**config.mk**
```make
export PLATFORM = sky130hd
export DESIGN_NAME = bus_handover
export DESIGN_NICKNAME = d
export VERILOG_FILES = /design/src/rtl/busack_pkg.sv /design/src/rtl/busack_sync.sv /design/src/rtl/busack_ctrl.sv /design/src/rtl/busack_dp.sv /design/src/rtl/bus_handover.sv
export SDC_FILE = /design/constraint.sdc
export NUM_CORES = 1
export LEC_CHECK = 0
export CORE_AREA = 5 5 42 44
export CTS_CLUSTER_DIAMETER = 200
export DETAILED_ROUTE_END_ITERATION = 10
export DIE_AREA = 0 0 47 49
export HOLD_SLACK_MARGIN = 0.15
export PLACE_DENSITY_LB_ADDON = 0.25
export SYNTH_ARGS = -nofsm -noshare
export SYNTH_HDL_FRONTEND = slang
export SYNTH_SLANG_ARGS = --single-unit
```
**constraint.sdc**
```tcl
create_clock -name clk -period 1.1 [get_ports clk]
set_input_delay 0.33 -clock clk [delete_from_list [all_inputs] [get_ports clk]]
set_output_delay 0.33 -clock clk [all_outputs]
set_load 0.03 [all_outputs]
```
**src/rtl/busack_pkg.sv**
```systemverilog
package busack_pkg;

  typedef enum logic [1:0] {
    ST_RUN    = 2'd0,
    ST_PEND   = 2'd1,
    ST_HANDED = 2'd2
  } hoState_t;

  typedef struct packed {
    logic sampleReq;
    logic grantBus;
    logic releaseBus;
  } hoStrobe_t;

endpackage

```
**src/rtl/busack_sync.sv**
```systemverilog
module busack_sync #(
  parameter int STAGES = 2
) (
  input  logic clk,
  input  logic rstN,
  input  logic busReqN,
  output logic reqSync
);
  localparam int LAST = STAGES - 1;

  logic [LAST:0] chain;

  generate
    for (genvar s = 0; s < STAGES; s++) begin : g_stage
      if (s == 0) begin : g_first
        always_ff @(posedge clk or negedge rstN) begin
          if (!rstN) chain[0] <= 1'b0;
          else       chain[0] <= ~busReqN;
        end
      end else begin : g_next
        always_ff @(posedge clk or negedge rstN) begin
          if (!rstN) chain[s] <= 1'b0;
          else       chain[s] <= chain[s-1];
        end
      end
    end
  endgenerate

  assign reqSync = chain[LAST];
endmodule

```
**src/rtl/busack_ctrl.sv**
```systemverilog
module busack_ctrl
  import busack_pkg::*;
(
  input  logic      clk,
  input  logic      rstN,
  input  logic      reqSync,
  input  logic      cycleStart,
  input  logic      cycleEnd,
  output hoStrobe_t strobe
);
  hoState_t state, stateNext;

  always_comb begin
    stateNext         = state;
    strobe            = '0;
    unique case (state)
      ST_RUN: begin
        if (cycleStart && reqSync) begin
          strobe.sampleReq = 1'b1;
          if (cycleEnd) begin
            strobe.grantBus = 1'b1;
            stateNext       = ST_HANDED;
          end else begin
            stateNext       = ST_PEND;
          end
        end
      end
      ST_PEND: begin
        if (cycleEnd) begin
          strobe.grantBus = 1'b1;
          stateNext       = ST_HANDED;
        end
      end
      ST_HANDED: begin
        if (!reqSync) begin
          strobe.releaseBus = 1'b1;
          stateNext         = ST_RUN;
        end
      end
      default: stateNext = ST_RUN;
    endcase
  end

  always_ff @(posedge clk or negedge rstN) begin
    if (!rstN) state <= ST_RUN;
    else       state <= stateNext;
  end
endmodule

```
**src/rtl/busack_dp.sv**
```systemverilog
module busack_dp
  import busack_pkg::*;
#(
  parameter int OE_GROUPS = 2
) (
  input  logic                 clk,
  input  logic                 rstN,
  input  hoStrobe_t            strobe,
  output logic                 busAckN,
  output logic [OE_GROUPS-1:0] busOe,
  output logic                 coreStall
);
  always_ff @(posedge clk or negedge rstN) begin
    if (!rstN)                  busAckN <= 1'b1;
    else if (strobe.grantBus)   busAckN <= 1'b0;
    else if (strobe.releaseBus) busAckN <= 1'b1;
  end

  generate
    for (genvar g = 0; g < OE_GROUPS; g++) begin : g_oe
      always_ff @(posedge clk or negedge rstN) begin
        if (!rstN)                  busOe[g] <= 1'b1;
        else if (strobe.grantBus)   busOe[g] <= 1'b0;
        else if (strobe.releaseBus) busOe[g] <= 1'b1;
      end
    end
  endgenerate

  always_ff @(posedge clk or negedge rstN) begin
    if (!rstN)                  coreStall <= 1'b0;
    else if (strobe.sampleReq)  coreStall <= 1'b1;
    else if (strobe.releaseBus) coreStall <= 1'b0;
  end
endmodule

```
**src/rtl/bus_handover.sv**
```systemverilog
module bus_handover
  import busack_pkg::*;
#(
  parameter int SYNC_STAGES = 2,
  parameter int OE_GROUPS   = 2
) (
  input  logic                 clk,
  input  logic                 rstN,
  input  logic                 busReqN,
  input  logic                 cycleStart,
  input  logic                 cycleEnd,
  output logic                 busAckN,
  output logic [OE_GROUPS-1:0] busOe,
  output logic                 coreStall
);
  logic      reqSync;
  hoStrobe_t strobe;

  busack_sync #(.STAGES(SYNC_STAGES)) u_sync (
    .clk     (clk),
    .rstN    (rstN),
    .busReqN (busReqN),
    .reqSync (reqSync)
  );

  busack_ctrl u_ctrl (
    .clk        (clk),
    .rstN       (rstN),
    .reqSync    (reqSync),
    .cycleStart (cycleStart),
    .cycleEnd   (cycleEnd),
    .strobe     (strobe)
  );

  busack_dp #(.OE_GROUPS(OE_GROUPS)) u_dp (
    .clk       (clk),
    .rstN      (rstN),
    .strobe    (strobe),
    .busAckN   (busAckN),
    .busOe     (busOe),
    .coreStall (coreStall)
  );
endmodule

```
# After elaboration in Yosys (flattened, before gate mapping)
# Index checks and enable logic that the tools add are counted.
# Widths: inputs -> output; s select.
# totals
word_cells	31
ramBits	0
latch_bits	0
in_bits	5
memories	0
regBits	6
out_inout_bits	4
romBits	0
# classes
magnitude_cmp	0
multipliers	0
bitwise_logic	1
muxes	15
addsub	0
n_eq_ne	5
reduce_logical	5
shifts	0
n_div	0
# op_table
cell	n
$mux 2	5
$mux 1	8
$pmux 2 s3	1
$ne 2x2->1 const B	2
$reduce_bool 2->1	2
$reduce_and 3->1	1
$eq 2x1->1 const B	1
$eq 2x2->1 const B	1
$logic_not 2->1	1
$ne 2x1->1 const B	1
$pmux 1 s2	1
$logic_and 1x1->1	1
$not 1->1	1

# Depth between registers and ports, before layout
# depth
depth_word	4
mapped_depth	2
depth_no_buf	2

# Cells and area by module
# A second synthesis with hierarchy kept.
# hier_totals
hier_cells	22
hier_area_um2	246.5
# by_module_without_submodules
module	cells_each	area_per_inst_um2	instances	seq_area_each_um2
busack_ctrl	11	107.6	1	50.0
busack_dp	8	85.1	1	51.3
busack_sync	3	53.8	1	50.0

# Worst setup path after synthesis
# Ideal clock, no wire load.
# synth_path
kind	register to output
start	register, netlist name u_dp.busAckN
end	output busOe[0]
required_time_ns	0.770
n_path_buf	1
arrival_time_ns	0.818
path_stages_with_launch	2
path_slack_ns	-0.048
cell_sequence	dfstp_2 > buf_4
# synth_rtl
element	line_no	rtl
end, declared	bus_handover.sv:13	output logic [OE_GROUPS-1:0] busOe,

==> summary.md <==
| Metric | Value |
|---|---|
| Congestion Overflow GR | `0` |
| RSZ-0062 raised after global routing | `true` |
| Routed Antenna Nets | `0` |
| H-tree Lvls | `1` |
| Seq cells post-synth | `6` |
| Seq pwr share | `40.1%` |
| Final worst setup slack | `-170 ps` |
| Max-Cap Viols | `0` |
| Power, Total | `704 uW` |
| Largest net degree at the start of global routing | `8` |
| Number of global-route vias before repair | `235` |
| Row count | `14` |
| Initial drt markers | `1` |
| CP Depth | `1` |
| Clock slew at the register clock pins of the worst setup and hold paths | `50 ps` |
| Worst reg-to-reg path cell count | `3` |
| Detailed-route wire length | `547 um` |
| Setup Viol. Count Final | `3` |
| CTS tree | `built` |
| Post-synthesis sequential area ratio | `59.0%` |
| Worst skew pair latency | `240 ps` |
| Detailed-route vias per instance | `4.18` |
| Crit. End Element | `output pin` |
| Remaining DRCs | `0` |
| Failing checks | `negative setup slack` |
| I/O Buffers | `8` |
| Vias | `209` |
| Slew headroom | `80.9%` |
| Most common cell after layout, fill and taps aside | `dfrtp_1` |
| Max frequency | `787 MHz` |
| Total I/O pin count | `9` |
| GRT Resource Usage Total | `6.23%` |
| Hold Crit Class | `input port to async pin` |
| Critical Path Source Type | `flop` |
| Die boundary width | `47 um` |
| Hold buffer count at CTS | `0` |
| P per Cell Area | `1810 mW/mm^2` |
| Status | `complete, but fails checks` |
| WS Path Type | `flop to output pin` |
| Post-Place Setup Slack | `-158 ps` |
| DR WL/cell | `10.9 um` |
| Period minus WS final | `1270 ps` |
| Crit Path Max Fanout | `4` |
| WP data arrival | `940 ps` |
| WP buf/inv | `1` |
| Clock skew | `6.07 ps` |
| P_leak | `0.164 nW` |
| Final period util | `115%` |
| Layout cell share with drive strength beyond 1 | `29.4%` |
| Pins Over Slew Limit | `0` |
| Die outline area | `0.00230 mm^2` |
| Setup TNS | `-509 ps` |
| Clock sinks | `6` |
| Internal power | `496 uW` |
| Die height | `49 um` |
| Synth Net Count | `27` |
| DRT Pass-1 Iters | `2` |
| # diodes | `0` |
| Comb pwr share | `29.5%` |
| Worst EP required | `770 ps` |
| Core Area | `0.00140 mm^2` |
| Initial antenna violation count | `0` |
| Fin. Hold Viols | `0` |
| Detail Placement HPWL | `431 um` |
| Synthesized instance count | `22` |
| Syn_area_per_cell | `11.7 um^2` |
| Sw frac | `29.4%` |
| First-pass GRT wire length | `972 um` |
| Yosys warns | `0` |
| Maximum VDD drop | `0.623 mV` |
| Critical path, cell by cell | `buf_6` |
| Initial Utilization | `18.3%` |
| RePlAce Congestion | `0.630` |
| Clock share of power | `30.4%` |
| Most frequent cells in the layout | `5 x dfrtp_1, 4 x clkdlybuf4s50_1, 4 x buf_6` |
| Cell family with most CP delay | `flip-flops` |
| Root buffer cell | `clkbuf_4` |
| Least-Margin Pin Slew | `286 ps` |
| Area Growth Syn to Fin | `51.2%` |
| Total CTS buffers | `3` |
| Cell Area, Synth | `256 um^2` |
| Final Net Count | `40` |
| Library cells used by synthesis | `15` |
| Slowest CP cell | `dfstp_2` |
| CP max stage delay | `560 ps` |
| CTS max path bufs | `2` |
| P_sw | `207 uW` |
path summary, 6_finish.rpt:
check                           startpoint               to  slack (ps)
min in group clk           u_sync.chain[0]   u_sync.reqSync         360
max reg2reg                   u_dp.busAckN     u_dp.busAckN          80
max in group asynchronous             rstN     u_dp.busAckN         480
max                           u_dp.busAckN         busOe[0]        -170
min reg2reg                u_sync.chain[0]   u_sync.reqSync         360
min                                   rstN  u_sync.chain[0]         330
power groups by stage:
stage	sequential (mW)	clock [mW]	combinational, mW
3_3_place_gp	0.282	0	0.167
5_1_grt	0.288	0.244	0.221
6_report	0.282	0.214	0.208
3_5_place_dp	0.285	0	0.171
2_1_floorplan	0.309	0	0.0977
4_1_cts	0.282	0.230	0.212
cells in the mapped netlist:
library cell | instances | area [um^2]
nand2b_1 | 2 | 12.5
inv_1 | 1 | 3.75
buf_4 | 2 | 15.0
o221a_1 | 1 | 11.3
nand2_1 | 2 | 7.51
o21ai_0 | 1 | 5.00
dfrtp_1 | 5 | 125
nor3_1 | 1 | 5.00
o311ai_1 | 1 | 8.76
nand4b_1 | 1 | 8.76
nand3b_1 | 1 | 7.51
dfstp_2 | 1 | 26.3
a21oi_1 | 1 | 5.00
o211ai_1 | 1 | 7.51
o21bai_1 | 1 | 7.51
cells by family (layout without fill, tap and decap cells):
| logic type | Yosys count | in the layout | share of synthesized area, % |
|---|---|---|---|
| flip-flops | 6 | 6 | 59.0 |
| AND/OR/NAND/NOR | 7 | 7 | 16.1 |
| buffers and inverters | 3 | 15 | 7.31 |
| AO/OA/AOI/OAI | 6 | 6 | 17.6 |
flip-flops by register name, indices dropped and copies added, names as in the netlist:
register	cells
u_dp.coreStall	1
u_ctrl.state	2
u_sync.reqSync	1
u_sync.chain	1
u_dp.busAckN	1
repair_timing:
item,in CTS,in global routing
pin swaps,0,0
endpoints found under the setup margin,4,4
gates resized for setup,4,0
setup buffers,2,0
per-stage QoR:
| step | cells | hold WS (ps) | utilization, % | instance area, um^2 |
|---|---|---|---|---|
| detailed placement | 44 | 342 | 23.7 | 332 |
| global route | 50 | 337 | 27.7 | 388 |
| CTS | 50 | 331 | 27.7 | 388 |
| floorplan | 22 | 34.4 | - | 264 |
| global placement | 44 | 338 | 23.7 | 332 |
| finish | 50 | 334 | 27.7 | 388 |
area by class of cell:
type | count | area (um^2)
sequential | 6 | 151
fill | 161 | 1010
multi-input combinational | 13 | 86.3
tap | 16 | 20.0
inverter | 1 | 3.75
clock buffer | 4 | 26.3
timing repair buffer | 10 | 100
layer usage:
| layer | track usage [%] | vias to the layer above | part of all wire (%) |
|---|---|---|---|
| li1 | - | 104 | - |
| met1 | 6.25 | 102 | 35 |
| met2 | 9.50 | 3 | 61 |
| met3 | 2.21 | 0 | 4.2 |
| met4 | 5.53 | 0 | 0 |
| met5 | 0 | - | 0 |
(Power assumes the default switching activity.)
